## src/rtl/seg_pc_pkg.sv

```systemverilog
package seg_pc_pkg;

  // Per-cycle operation applied to base and offset registers
  typedef enum logic [2:0] {
    PC_HOLD   = 3'd0,  // nothing sampled
    PC_STEP   = 3'd1,  // offset + 1
    PC_LOAD   = 3'd2,  // new base, offset cleared
    PC_TRAP   = 3'd3,  // limit reached: clear both, raise request
    PC_SQUASH = 3'd4   // request cycle: clear both, ignore strobes
  } pc_op_e;

endpackage

```

## src/rtl/seg_pc_basereg.sv

```systemverilog
module seg_pc_basereg
  import seg_pc_pkg::*;
#(
  parameter int ADDR_W = 16
) (
  input  logic              clk,
  input  logic              rst_n,
  input  pc_op_e            op,
  input  logic [ADDR_W-1:0] load_val,
  output logic [ADDR_W-1:0] base_q
);

  always_ff @(posedge clk or negedge rst_n) begin
    if (!rst_n) begin
      base_q <= '0;
    end else begin
      unique case (op)
        PC_LOAD:            base_q <= load_val;
        PC_TRAP, PC_SQUASH: base_q <= '0;
        default:            base_q <= base_q;
      endcase
    end
  end

endmodule

```

## src/rtl/seg_pc_offctr.sv

```systemverilog
module seg_pc_offctr
  import seg_pc_pkg::*;
#(
  parameter int OFF_W   = 7,
  parameter int OFF_MAX = 127
) (
  input  logic             clk,
  input  logic             rst_n,
  input  pc_op_e           op,
  output logic [OFF_W-1:0] off_q,
  output logic             at_last
);

  localparam logic [OFF_W-1:0] LAST = OFF_W'(OFF_MAX - 1);

  always_ff @(posedge clk or negedge rst_n) begin
    if (!rst_n) begin
      off_q <= '0;
    end else begin
      unique case (op)
        PC_STEP:                     off_q <= off_q + 1'b1;
        PC_LOAD, PC_TRAP, PC_SQUASH: off_q <= '0;
        default:                     off_q <= off_q;
      endcase
    end
  end

  assign at_last = (off_q == LAST);

endmodule

```

## src/rtl/seg_pc_addgen.sv

```systemverilog
module seg_pc_addgen #(
  parameter int ADDR_W = 16,
  parameter int OFF_W  = 7
) (
  input  logic [ADDR_W-1:0] base,
  input  logic [OFF_W-1:0]  off,
  output logic [ADDR_W-1:0] addr
);

  logic [ADDR_W-1:0] off_ext;

  generate
    if (OFF_W < ADDR_W) begin : g_pad
      localparam int PAD = ADDR_W - OFF_W;
      assign off_ext = {{PAD{1'b0}}, off};
    end else begin : g_trunc
      assign off_ext = off[ADDR_W-1:0];
    end
  endgenerate

  // Sum wraps modulo 2^ADDR_W
  assign addr = base + off_ext;

endmodule

```

## src/rtl/seg_pc.sv

```systemverilog
module seg_pc
  import seg_pc_pkg::*;
#(
  parameter int ADDR_W  = 16,
  parameter int OFF_W   = 7,
  parameter int OFF_MAX = 127
) (
  input  logic              clk,
  input  logic              rst_n,
  input  logic              fetch_adv,
  input  logic              br_valid,
  input  logic [ADDR_W-1:0] br_dest,
  output logic [ADDR_W-1:0] fetch_addr,
  output logic              core_rst_req
);

  pc_op_e            op;
  logic [ADDR_W-1:0] base_q;
  logic [OFF_W-1:0]  off_q;
  logic              at_last;
  logic              req_q;

  // Priority: pending request, branch, limit-reaching advance, advance
  always_comb begin
    if (req_q)                  op = PC_SQUASH;
    else if (br_valid)          op = PC_LOAD;
    else if (fetch_adv && at_last) op = PC_TRAP;
    else if (fetch_adv)         op = PC_STEP;
    else                        op = PC_HOLD;
  end

  always_ff @(posedge clk or negedge rst_n) begin
    if (!rst_n) req_q <= 1'b0;
    else        req_q <= (op == PC_TRAP);
  end

  seg_pc_basereg #(.ADDR_W(ADDR_W)) u_base (
    .clk      (clk),
    .rst_n    (rst_n),
    .op       (op),
    .load_val (br_dest),
    .base_q   (base_q)
  );

  seg_pc_offctr #(.OFF_W(OFF_W), .OFF_MAX(OFF_MAX)) u_off (
    .clk     (clk),
    .rst_n   (rst_n),
    .op      (op),
    .off_q   (off_q),
    .at_last (at_last)
  );

  seg_pc_addgen #(.ADDR_W(ADDR_W), .OFF_W(OFF_W)) u_add (
    .base (base_q),
    .off  (off_q),
    .addr (fetch_addr)
  );

  assign core_rst_req = req_q;

endmodule

```

## config.mk

```make
export PLATFORM = sky130hd
export DESIGN_NAME = seg_pc
export DESIGN_NICKNAME = d
export VERILOG_FILES = /design/src/rtl/seg_pc_pkg.sv /design/src/rtl/seg_pc_basereg.sv /design/src/rtl/seg_pc_offctr.sv /design/src/rtl/seg_pc_addgen.sv /design/src/rtl/seg_pc.sv
export SDC_FILE = /design/constraint.sdc
export NUM_CORES = 1
export LEC_CHECK = 0
export BUFFER_PORTS_ARGS = -buffer_cell sky130_fd_sc_hd__buf_4
export CELL_PAD_IN_SITES_DETAIL_PLACEMENT = 1
export CELL_PAD_IN_SITES_GLOBAL_PLACEMENT = 1
export CORE_MARGIN = 2
export CORE_UTILIZATION = 29
export DETAILED_ROUTE_END_ITERATION = 6
export PLACE_DENSITY_LB_ADDON = 0.15
export SLEW_MARGIN = 20
export SYNTH_ARGS = -nofsm -noshare
export SYNTH_HDL_FRONTEND = slang
export SYNTH_SLANG_ARGS = --single-unit
```

## constraint.sdc

```tcl
create_clock -name clk -period 1.97 [get_ports clk]
set_input_delay 0.197 -clock clk [delete_from_list [all_inputs] [get_ports clk]]
set_output_delay 0.197 -clock clk [all_outputs]
set_load 0.01 [all_outputs]
```

**After elaboration in Yosys (flattened, before gate mapping)**

Cells that the tools add are included.

- Output and inout port bits: 17
- Flip-flop bits (word level): 24
- Input port bits: 20

- Add/sub/neg operators: 2
- Reduce and logical (&&, ||, !) cells: 5
- Multiplexer cells: 6
- Equality and inequality tests: 5

Operator list:

| operator | count |
|---|---|
| 16-bit case mux with 2 select lines | 1 |
| 16-bit by 7-bit adder with 16-bit output | 1 |
| 7-bit case mux with 2 select lines | 1 |
| 7-bit by 1-bit adder with 7-bit output (second input constant) | 1 |
| 7-bit == test (second input constant) | 1 |
| 3-bit by 2-bit == test with 1-bit output (second input constant) | 2 |
| 2-bit 2-to-1 mux | 2 |
| 2-bit nonzero test | 2 |
| 3-bit by 1-bit == test with 1-bit output (second input constant) | 1 |
| 3-bit == test (second input constant) | 1 |
| 3-bit 2-to-1 mux | 1 |
| 3-bit OR reduction | 1 |
| 2-bit OR reduction | 1 |
| 1-bit logical AND | 1 |
| 1-bit 2-to-1 mux | 1 |

**Depth between registers and ports, before layout**

- Depth after elaboration: 8
- Mapped depth: 6
- Mapped depth without buffers: 6

**Cells and area by module**

From an unflattened synthesis, not the netlist that was laid out.

- Cell total of the unflattened synthesis: 154
- Area, all modules: 1,596.5 µm²

By module, submodules not included:

| module | cells an instance | instances | sequential area each (µm²) | area each (µm²) |
|---|---|---|---|---|
| seg_pc_basereg | 40 | 1 | 400.4 | 624.3 |
| seg_pc_offctr | 49 | 1 | 175.2 | 466.7 |
| seg_pc_addgen | 60 | 1 | 0.0 | 452.9 |
| seg_pc | 5 | 1 | 25.0 | 52.6 |

**Least setup slack after synthesis**

OpenSTA, ideal clock, no wires.

- Path type: register to output
- From: reg u_off.off_q[0]
- To: out fetch_addr[12]
- Arrival time: 1.930 ns
- Stages on the path, launching flop included: 7
- Setup slack: -0.157 ns
- Required time: 1.773 ns
- Cells stage by stage: dfrtp_1 > ha_1 > fa_1 > a211oi_1 > o211ai_1 > and4bb_2 > xor2_1

- Word-level cells in the longest chain between the ends: 1

RTL lines:

| element | line | text |
|---|---|---|
| start, declared | seg_pc_offctr.sv:10 | `output logic [OFF_W-1:0] off_q,` |
| start signal, assigned | seg_pc_offctr.sv:21 | `PC_STEP: off_q <= off_q + 1'b1;` |
| start signal, assigned | seg_pc_offctr.sv:23 | `default: off_q <= off_q;` |
| 16-bit by 7-bit adder with 16-bit output | seg_pc_addgen.sv:22 | `assign addr = base + off_ext;` |
| end, declared | seg_pc.sv:13 | `output logic [ADDR_W-1:0] fetch_addr,` |

No other way between the ends.

**Worst setup path after layout**

- From: reg u_base.base_q[0]
- To: out fetch_addr[12]

- Word-level cells in the longest chain between the ends: 1

RTL lines:

| element | line | text |
|---|---|---|
| start, declared | seg_pc_basereg.sv:10 | `output logic [ADDR_W-1:0] base_q` |
| start signal, assigned | seg_pc_basereg.sv:18 | `PC_LOAD: base_q <= load_val;` |
| start signal, assigned | seg_pc_basereg.sv:20 | `default: base_q <= base_q;` |
| 16-bit by 7-bit adder with 16-bit output | seg_pc_addgen.sv:22 |  |

No other way between the ends.

==> run_results.csv <==
group,metric,value,unit
clock_network,cts_tree,"done",
setup_path,slowest_stage,"dfrtp_1",
setup_path,cp_data_arrival_time,2.14,ns
synthesis,syn_inst,148,
route,drt_iter0_drc,41,
final_layout,layout.cells.non_filler,271,
synthesis,synth_top_family_by_area,"compound AO/OA/AOI/OAI gates",
route,vias_per_cell,5.11,
synthesis,ys_types,40,
final_layout,diodes,0,
synthesis,synth_seq_cells,24,
clock_network,cts_htree_levels,1,
synthesis,synth_edf_count,0,
flow_run,maxCapViolCount,0,
floorplanning,dieArea,0.00579,sq mm
sta,finalWorstSetupSlack,-0.370,ns
synthesis,syn_nets,178,
synthesis,synth_xor_xnor_area_share,7.55,%
grt,grt_max_degree,25,
clock_network,cts-root-buf,"clkbuf_8",
route,drt-pass1-iter-count,4,
grt,grt_pass1_vias,1422,
clock_network,clkTransAtPathRegs,0.08,ns
sta,report.final.setup_viol,12,
route,via_count,1384,
setup_path,cp.required,1.77,ns
sta,hold-worst-slack,0.149,ns
final_layout,fill_cells,582,
synthesis,async_reset_ff_share,100,%
grt,antenna_found_initial,0,
final_layout,layout_commonest_cell,"buf_4",
final_layout,syn2layout_area_growth,45.9,%
sta,tightestPinTransition,0.733,ns
final_layout,multiInputGateArea,998,sq um
pwr,power_density,541,mW/mm^2
final_layout,final_core_util,43.3,%
final_layout,fin_nets,233,
pwr,power,1.19,mW
route,drt-total-wl,4500,microns
run_status,status,"complete, but fails checks",
place,io_buffers,36,
clock_network,clkLatencyLatePin,0.26,ns
place,numPlacedInstances,259,
sta,finalCriticalPeriod,2.34,ns
floorplanning,die_w,76.1,microns
sta,slew_headroom,50.9,%
synthesis,synth-compound-area-share,24.3,%
route,post_drt_wl_per_cell,16.6,microns
floorplanning,start_util,29.7,%
pwr,vdd_drop_max,186,uV
pwr,leakagePower,1.02,nW
worst_hold_path,min_path_type,"input pin to register",
setup_path,max_stage_delay,0.42,ns
setup_path,start_kind,"register",
final_layout,drive_gt1_share,43.8,%
place,hpwl,3240,microns
grt,grt.overflow.total,0,
clock_network,clkSinkCount,24,
synthesis,yosysSeqAreaShare,39.8,%
grt,grtUsageTotal,15.0,%
setup_path,worstPathMaxFanout,2,
final_layout,register_area,603,sq um
floorplanning,ioPinCount,37,
synthesis,ys_warn_count,0,
setup_path,endpoint_kind,"output port",
sta,rsz0062_at_grt,"yes",
run_status,violations,"negative setup slack",
grt,grt_pass1_wl,7040,microns
synthesis,netlist_area,0.00151,sq mm
sta,fmax,0.427,GHz
setup_path,path_class,"register to output port",
sta,hold_violations,0,
synthesis,synthMuxAreaShare,0,%
route,ant_nets,0,
synthesis,synthAdderAreaFrac,8.80,%
sta,fin_crit_sh,119,%
synthesis,avgSynthCellArea,10.2,sq um
floorplanning,num_rows,26,
setup_path,path_cells,"ha_4, fa_2, a211oi_4, o211ai_1, and4bb_2, xor2_2, buf_4",
sta,fin_worst_skew,0.00322,ns
route,drcViolationCount,0,
final_layout,final_cell_mix,"buf_4 (56), dfrtp_1 (22), a22o_1 (16)",
sta,maxSlewViolCount,0,
clock_network,cts_made_buffers,3,
place,place.gp.congestion,0.826,
clock_network,clock_path_buffers,2,
floorplanning,die_h,76.1,microns
synthesis,synthFlopType,"dfrtp_1",
synthesis,yosys.area_share.simple,15.1,%
floorplanning,core,0.00507,sq mm
## cell usage after synthesis, types with 2 or more instances
cell | number | share of area (%)
ha_1 | 9 | 7.5
nand3_1 | 5 | 1.7
dfrtp_1 | 24 | 40
a21o_1 | 2 | 1.0
o211ai_1 | 5 | 2.5
nor2_1 | 4 | 1.0
o21ai_0 | 4 | 1.3
a31oi_1 | 3 | 1.2
nand3b_1 | 3 | 1.5
a21oi_1 | 10 | 3.3
a211oi_1 | 2 | 1.0
xnor2_1 | 9 | 5.2
nand4_1 | 5 | 2.1
inv_1 | 5 | 1.2
xor2_1 | 4 | 2.3
nor3_1 | 2 | 0.66
nand2_1 | 8 | 2.0
a311oi_1 | 3 | 1.7
and3_1 | 2 | 0.83
clkbuf_1 | 3 | 0.75
buf_6 | 2 | 1.5
a22o_1 | 16 | 9.3
## flip-flops by register name, summed over array words and instances, names as in the netlist
register,cells
core_rst_req,1
u_base.base_q,16
u_off.off_q,7
## critical path, delay by kind of cell (launching register included)
| family | cells | cell delay [ns] |
|---|---|---|
| fa+ha+maj | 2 | 0.55 |
| flops | 1 | 0.42 |
| compound gates | 2 | 0.36 |
| simple gates | 1 | 0.27 |
| xor+xnor | 1 | 0.14 |
| buf+inv | 1 | 0.14 |
## power by group
part	internal, mW	switching [mW]	total [mW]
clock	0.137	0.154	0.291
sequential	0.525	0.0433	0.568
combinational	0.183	0.148	0.331
## area by class of cell
type	instances	share of cell area, %
Timing Repair Buffer	58	20.5
Sequential cell	24	27.4
Inverter	5	0.853
Tap cell	70	3.98
Clock buffer	3	1.88
Multi-Input combinational cell	111	45.4
## cell families (layout without fill, tap and decap cells)
group	Yosys count	after routing
flops	24	24
compound gates	49	49
simple gates	39	39
buf+inv	13	66
fa+ha+maj	10	10
xor+xnor	13	13
## worst paths after layout
kind / startpoint / to / slack [ns] / cells past startpoint
min in group asynchronous: rst_n / u_base.base_q[7]$_DFFE_PN0N_ / 0.36 / 2
hold / removal: br_dest[8] / u_base.base_q[8]$_DFFE_PN0N_ / 0.15 / 2
hold reg to reg: u_base.base_q[5]$_DFFE_PN0N_ / u_base.base_q[5]$_DFFE_PN0N_ / 0.52 / 1
setup / recovery: u_base.base_q[0]$_DFFE_PN0N_ / fetch_addr[12] / -0.37 / 7
setup reg to reg: u_off.off_q[0]$_DFFE_PN0P_ / u_base.base_q[0]$_DFFE_PN0N_ / 0.20 / 6
max in group asynchronous: rst_n / u_base.base_q[1]$_DFFE_PN0N_ / 1.33 / 2
## what timing repair did
action | 4_1_cts | 5_1_grt
gates cloned | 0 | 0
resized for setup | 13 | 11
endpoints found under the hold margin | 24 | 0
pin swaps | 8 | 7
hold buffers | 1 | 0
setup endpoints to repair | 12 | 14
setup buffers | 2 | 7
## layer usage
metal	track usage, %	part of all wire [%]	up-vias
met5	0	0	-
met4	2.73	0.60	0
met3	2.73	3.2	4
met2	28.5	55	26
met1	17.6	41	695
li1	-	-	659
## metrics by stage
stage | setup TNS (ns) | setup WS [ns] | area [sq um]
2_1_floorplan | 0 | 0.00798 | 1530
3_3_place_gp | -0.0900 | -0.0635 | 1930
4_1_cts | -2.96 | -0.354 | 2080
6_report | -2.99 | -0.370 | 2200
5_1_grt | -4.34 | -0.484 | 2200
3_5_place_dp | -0.216 | -0.0985 | 1930
No activity file was read; power rests on OpenSTA's default activity.
